## src/rtl/dual_class_txbuf_pkg.sv

```systemverilog
package dual_class_txbuf_pkg;

  // Traffic class encoding used on every class-select input and on tx_class.
  typedef enum logic {
    CLS_NP  = 1'b0,
    CLS_PER = 1'b1
  } tx_class_e;

  // Scheduler phase within a frame.
  typedef enum logic [1:0] {
    PH_WAIT = 2'd0,
    PH_PER  = 2'd1,
    PH_NP   = 2'd2
  } sched_phase_e;

endpackage

```

## src/rtl/txb_word_ram.sv

```systemverilog
// Simple dual-port word store: one write port, one registered read port.
module txb_word_ram #(
  parameter int W     = 32,
  parameter int DEPTH = 64,
  localparam int AW   = $clog2(DEPTH)
) (
  input  logic          clk,
  input  logic          we,
  input  logic [AW-1:0] waddr,
  input  logic [W-1:0]  wdata,
  input  logic          re,
  input  logic [AW-1:0] raddr,
  output logic [W-1:0]  rdata
);

  logic [W-1:0] mem [DEPTH];

  always_ff @(posedge clk) begin
    if (we) mem[waddr] <= wdata;
    if (re) rdata <= mem[raddr];
  end

endmodule

```

## src/rtl/txb_req_queue.sv

```systemverilog
// Small request queue held in registers; head is visible combinationally.
module txb_req_queue #(
  parameter int ENTRY_W = 15,
  parameter int DEPTH   = 8,
  localparam int PW     = $clog2(DEPTH),
  localparam int CW     = PW + 1
) (
  input  logic               clk,
  input  logic               rst,
  input  logic               push,
  input  logic [ENTRY_W-1:0] push_entry,
  input  logic               pop,
  output logic [ENTRY_W-1:0] head,
  output logic               nonempty,
  output logic               full,
  output logic [CW-1:0]      free
);

  logic [ENTRY_W-1:0] mem [DEPTH];
  logic [PW-1:0]      wp, rp;
  logic [CW-1:0]      count;
  logic               do_push, do_pop;

  assign full     = (count == CW'(DEPTH));
  assign nonempty = (count != '0);
  assign free     = CW'(DEPTH) - count;
  assign head     = mem[rp];
  assign do_push  = push && !full;
  assign do_pop   = pop && nonempty;

  always_ff @(posedge clk) begin
    if (do_push) mem[wp] <= push_entry;
  end

  always_ff @(posedge clk) begin
    if (rst) begin
      wp    <= '0;
      rp    <= '0;
      count <= '0;
    end else begin
      if (do_push) wp <= (wp == PW'(DEPTH - 1)) ? '0 : wp + PW'(1);
      if (do_pop)  rp <= (rp == PW'(DEPTH - 1)) ? '0 : rp + PW'(1);
      case ({do_push, do_pop})
        2'b10:   count <= count + CW'(1);
        2'b01:   count <= count - CW'(1);
        default: count <= count;
      endcase
    end
  end

endmodule

```

## src/rtl/txb_class_ctl.sv

```systemverilog
// Pointer, occupancy and interrupt logic for one class region of the word RAM.
module txb_class_ctl #(
  parameter int TOTAL_WORDS = 64,
  localparam int AW         = $clog2(TOTAL_WORDS),
  localparam int CW         = AW + 1
) (
  input  logic          clk,
  input  logic          rst,
  input  logic [CW-1:0] depth,
  input  logic [AW-1:0] base,
  input  logic          push,
  input  logic          pop,
  input  logic          half_sel,
  output logic [AW-1:0] wr_addr,
  output logic [AW-1:0] rd_addr,
  output logic [CW-1:0] count,
  output logic          full,
  output logic [CW-1:0] free,
  output logic          empty_irq
);

  logic [CW-1:0] wr_off, rd_off;
  logic          do_push, do_pop;

  function automatic logic [CW-1:0] step(input logic [CW-1:0] off,
                                         input logic [CW-1:0] lim);
    return (off + CW'(1) >= lim) ? '0 : off + CW'(1);
  endfunction

  assign full      = (count >= depth);
  assign free      = full ? '0 : depth - count;
  assign do_push   = push && !full;
  assign do_pop    = pop && (count != '0);
  assign wr_addr   = base + wr_off[AW-1:0];
  assign rd_addr   = base + rd_off[AW-1:0];
  assign empty_irq = half_sel ? ({free, 1'b0} >= {1'b0, depth}) : (count == '0);

  always_ff @(posedge clk) begin
    if (rst) begin
      wr_off <= '0;
      rd_off <= '0;
      count  <= '0;
    end else begin
      if (do_push) wr_off <= step(wr_off, depth);
      if (do_pop)  rd_off <= step(rd_off, depth);
      case ({do_push, do_pop})
        2'b10:   count <= count + CW'(1);
        2'b01:   count <= count - CW'(1);
        default: count <= count;
      endcase
    end
  end

endmodule

```

## src/rtl/txb_sched.sv

```systemverilog
// Frame scheduler: periodic queue first, then nonperiodic; streams words out.
module txb_sched
  import dual_class_txbuf_pkg::*;
#(
  parameter int CH_W = 4,
  parameter int BC_W = 11,
  parameter int CW   = 7,
  localparam int WW  = BC_W - 1,
  localparam int MW  = (CW > WW) ? CW : WW
) (
  input  logic            clk,
  input  logic            rst,
  input  logic            frame_start,
  input  logic [1:0]      q_nonempty,
  input  logic [CH_W-1:0] per_chan,
  input  logic [BC_W-1:0] per_bytes,
  input  logic [CH_W-1:0] np_chan,
  input  logic [BC_W-1:0] np_bytes,
  input  logic [CW-1:0]   per_count,
  input  logic [CW-1:0]   np_count,
  output logic [1:0]      q_pop,
  output logic [1:0]      d_pop,
  output logic            rd_cls,
  output logic            tx_valid,
  output logic            tx_class,
  output logic [CH_W-1:0] tx_chan,
  output logic            tx_last
);

  sched_phase_e    phase;
  tx_class_e       sel_cls, cur_cls;
  logic            busy, frame_pend, frame_hit, sel_valid, issue;
  logic [CH_W-1:0] sel_chan, cur_chan;
  logic [BC_W-1:0] sel_bytes;
  logic [BC_W:0]   byte_sum;
  logic [WW-1:0]   need, rem;
  logic [CW-1:0]   sel_count;

  always_comb begin
    sel_cls   = (phase == PH_PER) ? CLS_PER : CLS_NP;
    sel_valid = (sel_cls == CLS_PER) ? q_nonempty[1] : q_nonempty[0];
    sel_chan  = (sel_cls == CLS_PER) ? per_chan  : np_chan;
    sel_bytes = (sel_cls == CLS_PER) ? per_bytes : np_bytes;
    sel_count = (sel_cls == CLS_PER) ? per_count : np_count;
    byte_sum  = {1'b0, sel_bytes} + (BC_W + 1)'(3);
    need      = byte_sum[BC_W:2];
    frame_hit = frame_start || frame_pend;
    issue     = !busy && !frame_hit && (phase != PH_WAIT) && sel_valid &&
                (MW'(sel_count) >= MW'(need));
    q_pop     = issue ? ((sel_cls == CLS_PER) ? 2'b10 : 2'b01) : 2'b00;
    d_pop     = busy ? ((cur_cls == CLS_PER) ? 2'b10 : 2'b01) : 2'b00;
    rd_cls    = (cur_cls == CLS_PER);
  end

  always_ff @(posedge clk) begin
    if (rst) begin
      phase      <= PH_WAIT;
      busy       <= 1'b0;
      frame_pend <= 1'b0;
      cur_cls    <= CLS_NP;
      cur_chan   <= '0;
      rem        <= '0;
      tx_valid   <= 1'b0;
      tx_class   <= 1'b0;
      tx_chan    <= '0;
      tx_last    <= 1'b0;
    end else begin
      tx_valid <= busy;
      tx_last  <= busy && (rem == WW'(1));
      tx_chan  <= cur_chan;
      tx_class <= (cur_cls == CLS_PER);
      if (busy) begin
        rem <= rem - WW'(1);
        if (rem == WW'(1)) busy <= 1'b0;
        if (frame_start) frame_pend <= 1'b1;
      end else if (frame_hit) begin
        phase      <= PH_PER;
        frame_pend <= 1'b0;
      end else if (phase == PH_PER && !q_nonempty[1]) begin
        phase <= PH_NP;
      end else if (issue) begin
        cur_cls  <= sel_cls;
        cur_chan <= sel_chan;
        if (need != '0) begin
          busy <= 1'b1;
          rem  <= need;
        end
      end
    end
  end

endmodule

```

## src/rtl/dual_class_txbuf.sv

```systemverilog
module dual_class_txbuf
  import dual_class_txbuf_pkg::*;
#(
  parameter int DATA_W      = 32,
  parameter int TOTAL_WORDS = 64,
  parameter int REQ_DEPTH   = 8,
  parameter int CH_W        = 4,
  parameter int BC_W        = 11,
  localparam int AW         = $clog2(TOTAL_WORDS),
  localparam int CW         = AW + 1,
  localparam int QCW        = $clog2(REQ_DEPTH) + 1,
  localparam int ENTRY_W    = CH_W + BC_W
) (
  input  logic              clk,
  input  logic              rst,
  input  logic              frame_start,
  input  logic [CW-1:0]     cfg_per_depth,
  input  logic              cfg_per_half,
  input  logic              cfg_np_half,
  input  logic              wr_valid,
  input  logic              wr_class,
  input  logic [DATA_W-1:0] wr_data,
  input  logic              rq_valid,
  input  logic              rq_class,
  input  logic [CH_W-1:0]   rq_chan,
  input  logic [BC_W-1:0]   rq_bytes,
  output logic              tx_valid,
  output logic              tx_class,
  output logic [CH_W-1:0]   tx_chan,
  output logic [DATA_W-1:0] tx_data,
  output logic              tx_last,
  output logic [CW-1:0]     per_free_words,
  output logic [QCW-1:0]    per_free_req,
  output logic [CW-1:0]     np_free_words,
  output logic [QCW-1:0]    np_free_req,
  output logic              per_empty_irq,
  output logic              np_empty_irq,
  output logic              per_ovf,
  output logic              np_ovf
);

  // Index 1 is the periodic class, index 0 the nonperiodic class.
  logic [CW-1:0]      cls_depth [2];
  logic [AW-1:0]      cls_base  [2];
  logic [AW-1:0]      wr_addr_c [2];
  logic [AW-1:0]      rd_addr_c [2];
  logic [CW-1:0]      count_c   [2];
  logic [CW-1:0]      free_c    [2];
  logic [QCW-1:0]     qfree_c   [2];
  logic [ENTRY_W-1:0] head_c    [2];
  logic [1:0]         fifo_full, q_full, q_nonempty, irq_c, half_c;
  logic [1:0]         d_push, q_push, d_pop, q_pop, drop, ovf_q;
  logic [CW-1:0]      per_depth_c;
  logic               rd_cls;

  assign per_depth_c  = (cfg_per_depth > CW'(TOTAL_WORDS)) ? CW'(TOTAL_WORDS) : cfg_per_depth;
  assign cls_depth[1] = per_depth_c;
  assign cls_depth[0] = CW'(TOTAL_WORDS) - per_depth_c;
  assign cls_base[1]  = '0;
  assign cls_base[0]  = per_depth_c[AW-1:0];
  assign half_c       = {cfg_per_half, cfg_np_half};

  for (genvar g = 0; g < 2; g++) begin : g_cls
    assign d_push[g] = wr_valid && (wr_class == 1'(g)) && !fifo_full[g] && !q_full[g];
    assign q_push[g] = rq_valid && (rq_class == 1'(g)) && !q_full[g];
    assign drop[g]   = (wr_valid && (wr_class == 1'(g)) && !d_push[g]) ||
                       (rq_valid && (rq_class == 1'(g)) && !q_push[g]);

    txb_class_ctl #(.TOTAL_WORDS(TOTAL_WORDS)) u_ctl (
      .clk       (clk),
      .rst       (rst),
      .depth     (cls_depth[g]),
      .base      (cls_base[g]),
      .push      (d_push[g]),
      .pop       (d_pop[g]),
      .half_sel  (half_c[g]),
      .wr_addr   (wr_addr_c[g]),
      .rd_addr   (rd_addr_c[g]),
      .count     (count_c[g]),
      .full      (fifo_full[g]),
      .free      (free_c[g]),
      .empty_irq (irq_c[g])
    );

    txb_req_queue #(.ENTRY_W(ENTRY_W), .DEPTH(REQ_DEPTH)) u_q (
      .clk        (clk),
      .rst        (rst),
      .push       (q_push[g]),
      .push_entry ({rq_chan, rq_bytes}),
      .pop        (q_pop[g]),
      .head       (head_c[g]),
      .nonempty   (q_nonempty[g]),
      .full       (q_full[g]),
      .free       (qfree_c[g])
    );

    always_ff @(posedge clk) begin
      if (rst) ovf_q[g] <= 1'b0;
      else if (drop[g]) ovf_q[g] <= 1'b1;
    end
  end

  txb_word_ram #(.W(DATA_W), .DEPTH(TOTAL_WORDS)) u_ram (
    .clk   (clk),
    .we    (|d_push),
    .waddr (wr_class ? wr_addr_c[1] : wr_addr_c[0]),
    .wdata (wr_data),
    .re    (|d_pop),
    .raddr (rd_cls ? rd_addr_c[1] : rd_addr_c[0]),
    .rdata (tx_data)
  );

  txb_sched #(.CH_W(CH_W), .BC_W(BC_W), .CW(CW)) u_sched (
    .clk         (clk),
    .rst         (rst),
    .frame_start (frame_start),
    .q_nonempty  (q_nonempty),
    .per_chan    (head_c[1][ENTRY_W-1:BC_W]),
    .per_bytes   (head_c[1][BC_W-1:0]),
    .np_chan     (head_c[0][ENTRY_W-1:BC_W]),
    .np_bytes    (head_c[0][BC_W-1:0]),
    .per_count   (count_c[1]),
    .np_count    (count_c[0]),
    .q_pop       (q_pop),
    .d_pop       (d_pop),
    .rd_cls      (rd_cls),
    .tx_valid    (tx_valid),
    .tx_class    (tx_class),
    .tx_chan     (tx_chan),
    .tx_last     (tx_last)
  );

  assign per_free_words = free_c[1];
  assign np_free_words  = free_c[0];
  assign per_free_req   = qfree_c[1];
  assign np_free_req    = qfree_c[0];
  assign per_empty_irq  = irq_c[1];
  assign np_empty_irq   = irq_c[0];
  assign per_ovf        = ovf_q[1];
  assign np_ovf         = ovf_q[0];

endmodule

```

## config.mk

```make
export PLATFORM = sky130hd
export DESIGN_NAME = dual_class_txbuf
export DESIGN_NICKNAME = d
export VERILOG_FILES = /design/src/rtl/dual_class_txbuf_pkg.sv /design/src/rtl/txb_word_ram.sv /design/src/rtl/txb_req_queue.sv /design/src/rtl/txb_class_ctl.sv /design/src/rtl/txb_sched.sv /design/src/rtl/dual_class_txbuf.sv
export SDC_FILE = /design/constraint.sdc
export NUM_CORES = 2
export LEC_CHECK = 0
export ABC_AREA = 1
export ABC_CLOCK_PERIOD_IN_PS = 12200
export BUFFER_PORTS_ARGS = -buffer_cell sky130_fd_sc_hd__buf_2
export CAP_MARGIN = 5
export CORE_MARGIN = 2
export CORE_UTILIZATION = 40
export DETAILED_ROUTE_END_ITERATION = 6
export SYNTH_ARGS = -nofsm -noshare
export SYNTH_HDL_FRONTEND = slang
export SYNTH_HIERARCHICAL = 1
export SYNTH_SLANG_ARGS = --single-unit
export TNS_END_PERCENT = 30
```

## constraint.sdc

```tcl
create_clock -name clk -period 12.2 [get_ports clk]
set_clock_uncertainty 0.15 [all_clocks]
set_input_delay 0 -clock clk [delete_from_list [all_inputs] [get_ports clk]]
set_output_delay 0 -clock clk [all_outputs]
set_load 0.01 [all_outputs]
```

After elaboration in Yosys (flattened, before gate mapping)
Memories as Yosys holds them, arrays and structs flattened. A register that Yosys moved wholly into a read port is not among the register bits.
Index checks and enable logic that the tools add are counted.

storage, ports and cells
  memories = 3
  bits in writable memories = 2288
  flip-flop bits (word level) = 90
  word-level logic and storage cells = 204

memories
  memory            depth  width  read ports  clocked after memory_dff  write ports  line                 RTL
  u_ram.mem         64     32     1           1                         1            txb_word_ram.sv:16   logic [W-1:0] mem [DEPTH];
  g_cls[0].u_q.mem  8      15     1           1                         1            txb_req_queue.sv:19  logic [ENTRY_W-1:0] mem [DEPTH];
  g_cls[1].u_q.mem  8      15     1           1                         1            txb_req_queue.sv:19

cells by class
  add/sub/neg operators = 25
  order comparisons = 10
  reduce and logical (&&, ||, !) cells = 64
  bitwise operators = 5
  equal/unequal tests = 19
  multiplexer cells = 54

operator list
  operator                                                             count
  7-bit two-way mux                                                    8
  10-bit two-way mux                                                   5
  7-bit by 1-bit adder with 7-bit output (second input constant)       6
  7-bit >= comparator                                                  6
  1-bit logical AND                                                    28
  7-bit one-hot mux with 2 select lines                                2
  3-bit two-way mux                                                    8
  1-bit two-way mux                                                    19
  2-bit nonzero test                                                   9
  8-bit by 7-bit >= comparator with 1-bit output                       2
  4-bit one-hot mux with 2 select lines                                2
  7-bit zero test                                                      2
  7-bit nonzero test                                                   2
  7-bit by 1-bit subtractor with 7-bit output (second input constant)  2
  7-bit subtractor                                                     2
  11-bit by 2-bit adder with 12-bit output (second input constant)     1
  3-bit by 1-bit adder with 3-bit output (second input constant)       4
  6-bit adder                                                          2
  3-bit == test (second input constant)                                4
  2-bit two-way mux                                                    6
  6-bit two-way mux                                                    2
  1-bit zero test                                                      11
  11-bit two-way mux                                                   1
  10-bit by 1-bit == test with 1-bit output (second input constant)    1
  20 further kinds                                                     42

Longest topological paths before layout
  word-level depth = 10
  depth in mapped cells = 37
  mapped depth without buffers = 35

Modules after synthesis
Netlist, hierarchy kept.

by module, submodules not included
  module            cells an instance  area an instance (um2)  times used
  txb_word_ram      6769               83058.4                 1
  txb_req_queue     439                5526.6                  2
  txb_class_ctl     369                2521.2                  2
  txb_sched         305                1895.6                  1
  dual_class_txbuf  92                 489.2                   1

Worst setup path before layout
OpenSTA, ideal clock, no wires.

  kind = input to register
  start point = input cfg_per_depth[6]
  end point = memory u_ram.mem[48][0], enable pin
  stages = 20
  setup slack = 6.087 ns
  library setup time = 0.502 ns
  arrival = 5.460 ns
  cells stage by stage = inv_2 nand2_1 ha_1 nand2_2 nor2_4 nand3_1 o21ai_0 ha_1 nand2_1 nor2_2 nand2_2 nand2_2 nand2_2 nor2_1 nand2_1 inv_1 or2_2 clkbuf_1 nand4_1 nor4_1

RTL lines
  element             line                    RTL
  start: declaration  dual_class_txbuf.sv:17  input logic [CW-1:0] cfg_per_depth,
  end: declaration    txb_word_ram.sv:16

Worst setup path after layout
  start point = register u_sched.cur_cls (netlist: u_sched/rd_cls)
  end point = register u_ram.rdata[22], read port of u_ram.mem (data pin)

between the ends
  longest elaborated chain between the ends = 3
  elaborated cells on any way between the ends = 4
  classes of those cells = 3 x mux; 1 x reduce/logical

ends and longest elaborated chain
  element                         line                     RTL
  start: declaration              txb_sched.sv:31          tx_class_e sel_cls, cur_cls;
  start signal: assignment        txb_sched.sv:82          cur_cls <= sel_cls;
  2-bit two-way mux (2 in a row)  txb_sched.sv:51          d_pop = busy ? ((cur_cls == CLS_PER) ? 2'b10 : 2'b01) : 2'b00;
  2-bit OR reduction              dual_class_txbuf.sv:108  .re (|d_pop),
  end: declaration                txb_word_ram.sv:13       output logic [W-1:0] rdata

Parallel ways exist; a longest one is shown, timed or not.
A chain may end at the register's enable or synchronous reset.

==> flow_summary.toml <==
[layout]
nNetsFinal = 9058
seq_area_mm2 = 0.07159
layout-drive-gt1-share_pct = 8.605
syn2layout_area_growth_pct = 12.46
fillCellCount = 22640
layout_common_cells = "nand2_1 (2634), edfxtp_1 (2320), nand3_1 (1990)"
stdcell_count = 12430
multiInputGateArea_mm2 = 0.02689
layout_commonest_cell = "nand2_1"

[global_route]
grt_pass1_wl_mm = 435.3
grt_usage_pct = 22.53
grt_overflow = 0
antenna_found_initial = 13
grt_max_degree = 214
grt_pass1_vias = 65540

[logic_synthesis]
synthAdderAreaFrac_pct = 1.587
postSynthAreaPerCell_um2 = 11.56
synth-compound-area-share_pct = 1.779
synth_mux_area_share_pct = 0.3919
ys_ff_latch = 2416
synth_flop_cell = "edfxtp_1"
synthTopCellsByArea = "edfxtp_1 (69%), nand3_1 (9.8%), nand2_1 (9.7%), dfxtp_1 (1.9%), buf_2 (1.5%)"
synth-seq-area-share_pct = 70.50
synth_simple_gate_area_share_pct = 21.57
syn_inst = 8782
synth_top_family_by_area = "simple AND/OR/NAND/NOR gates"
synth_top_cell_area_share_pct = 68.61
ys_types = 52
synth-edff-count = 2320
synth-xor-area-share_pct = 0.5520
async_flop_share_pct = 0
syn_area_mm2 = 0.1015
yosys_warnings = 6
synth_top_area_cell = "edfxtp_1"

[timing]
max_freq_mhz = 168.0
maxSlewViolCount = 0
finalSetupViolCount = 0
tightest_slew_ps = 1378
period_needed_ps = 5953
rsz0062_at_grt = "false"
hold_violations = 0
slew_headroom_pct = 7.911
fin_crit_sh_pct = 48.79
tns_ps = 0

[power]
p_leak_nw = 40.86
ir_drop_mv = 0.1541
p_per_area_mw_per_mm2 = 156.9

[worst_hold_path]
min_to = "g_cls[0].u_ctl/rd_off[6]$_SDFFE_PP0P_"
worstHoldPathCells = 11
hp-class = "in -> reg"
hold_start = "cfg_per_depth[1]"

[cts]
cts.clk_slew.worst_paths_ps = 70
ctsLongestPathBuffers = 3
clock_sinks = 2416
cts_buffers = 241
root_buffer = "clkbuf_16"
cts_max_level = 4
cts_tree = "built"
clock_latency_ps = 900
ctsResizeCount = 0

[floorplanning]
die_x_um = 507.8
die-area_mm2 = 0.2579
ios = 128
die_height_um = 507.8
start_util_pct = 40.32
coreArea_mm2 = 0.2519
num_rows = 184

[placement]
dp_hpwl_mm = 159.7
portBuffers = 127
dp_cells = 11890
gp_congestion = 0.8549

[run]
maxCapViolCount = 0

[worst_setup_path]
crit_arrival_ps = 6550
critPathRequiredTime_ps = 12800
crit_fanout = 194
ff2ff_setup_slack_ps = 6250
r2r_end = "u_ram/rdata[22]$_DFFE_PP_"
rr_worst_depth = 13
end_kind = "flop"
crit_type = "reg -> reg"
critPathLaunchType = "flop"
reg2reg_from = "u_sched/rd_cls$_SDFFE_PP0P_"

[routing]
totalWireLength_mm = 296.9
wire_per_inst_um = 23.88
avgViaCountPerCell = 5.540
ant_nets = 0
drc = 1
first_pass_iters = 7
drt_iter0_drc = 8422
vias = 68890

[outcome]
status = "finished, violations left"
violations = "design-rule violations"
==> what timing repair did <==
action,in CTS,in global routing
hold buffers,83,0
endpoints found under the hold margin,2578,0
setup buffers,0,0
==> worst max-delay path by stage <==
stage,startpoint,endpoint,slack [ps]
2_1_floorplan,cfg_per_depth[6],u_ram/mem[48][0]$_DFFE_PP_,6090
3_3_place_gp,cfg_per_depth[6],u_ram/rdata[22]$_DFFE_PP_,6220
3_5_place_dp,cfg_per_depth[6],u_ram/rdata[22]$_DFFE_PP_,6150
6_report,u_sched/rd_cls$_SDFFE_PP0P_,u_ram/rdata[22]$_DFFE_PP_,6250
5_1_grt,flop,g_cls[1].u_q/count[2]$_SDFFE_PP0P_,5870
4_1_cts,u_sched/rd_cls$_SDFFE_PP0P_,u_ram/rdata[22]$_DFFE_PP_,6300
==> layout make-up <==
class | count | share of cell area, %
well taps | 3348 | 3.668
clock buffers | 289 | 5.514
repair buffers | 347 | 2.338
flip-flops and latches | 2416 | 62.70
diodes | 10 | 0.02191
inverters | 243 | 0.8448
multi-input cells | 5622 | 23.55
clock inverters | 159 | 1.367
==> routing by layer <==
layer | track usage (%) | part of all wire (%) | up-vias
met5 | 0 | 0.0057 | -
met4 | 7.774 | 3.3 | 4
met3 | 3.879 | 8.9 | 458
met2 | 35.96 | 47 | 3181
met1 | 31.14 | 41 | 34140
li1 | - | - | 31110
==> metrics by stage <==
| stage | power (mW) | hold WS, ps | worst slack (ps) | util (%) | area (um^2) |
|---|---|---|---|---|---|
| CTS | 18.00 | 22.68 | 6299 | 45.29 | 114100 |
| detailed placement | 10.69 | 177.8 | 6152 | 41.84 | 105400 |
| global placement | 10.67 | 153.0 | 6217 | 41.84 | 105400 |
| floorplan | 10.14 | -80.59 | 6087 | - | 101600 |
| finish | 17.92 | 96.99 | 6247 | 45.34 | 114200 |
| global route | 18.46 | 177.6 | 5868 | 45.34 | 114200 |
==> worst max-delay path: stages, from the launching register on <==
cell,delay (ps)
dfxtp_1,650
mux2_8,680
buf_4,840
buf_12,710
buf_4,710
buf_12,670
nand2_1,110
nand3_1,130
nand3_1,90
nand3_1,150
nand3_1,190
nand2_1,140
nand2_1,140
nand2_1,100
==> synthesized netlist by cell type, types with 4 or more instances <==
master / number
a211oi_1: 6
buf_8: 4
nand3_2: 5
xnor2_1: 22
mux2i_1: 33
clkbuf_2: 4
buf_12: 4
nand2_2: 20
nor4_1: 8
a31oi_1: 13
mux2_2: 6
nand3_1: 1990
buf_6: 16
o21ai_1: 84
inv_2: 14
o22ai_1: 30
inv_1: 222
nor2_4: 11
xor2_1: 42
o21ai_0: 86
nor3b_1: 6
nor2_1: 286
ha_1: 116
nand4_1: 32
clkbuf_1: 92
nand3b_1: 5
dfxtp_1: 96
buf_1: 40
buf_4: 55
a21o_1: 8
nand2_4: 4
a21oi_1: 102
edfxtp_1: 2320
nor2_2: 25
nand2_1: 2634
nor3_1: 10
buf_2: 298
fa_1: 8
==> cell families after synthesis <==
logic type | count (synthesis)
xor+xnor | 64
other cells | 1
buf+inv | 756
flops | 2416
compound gates | 338
simple gates | 5044
mux | 39
fa+ha+maj | 124
==> registers in the layout, indices dropped and copies added, names as in the netlist, 2 cells and up, named ones only <==
| name | cells |
|---|---|
| g_cls.u_ctl/count | 14 |
| g_cls.u_ctl/rd_off | 14 |
| u_ram/mem | 2048 |
| g_cls.u_q/wp | 6 |
| u_ram/rdata | 32 |
| g_cls.u_q/count | 8 |
| u_sched/phase | 2 |
| g_cls.u_ctl/wr_off | 14 |
| u_sched/tx_chan | 4 |
| g_cls.u_q/mem | 240 |
| g_cls.u_q/rp | 6 |
| u_sched/cur_chan | 4 |
| u_sched/rem | 10 |
==> where the power goes <==
| part | internal (mW) | switching [mW] | leakage (nW) |
|---|---|---|---|
| combinational | 0.353 | 1.03 | 15.4 |
| sequential | 9.15 | 0.0221 | 21.6 |
| clock | 4.19 | 3.17 | 3.82 |
No activity file was read; power rests on OpenSTA's default activity.
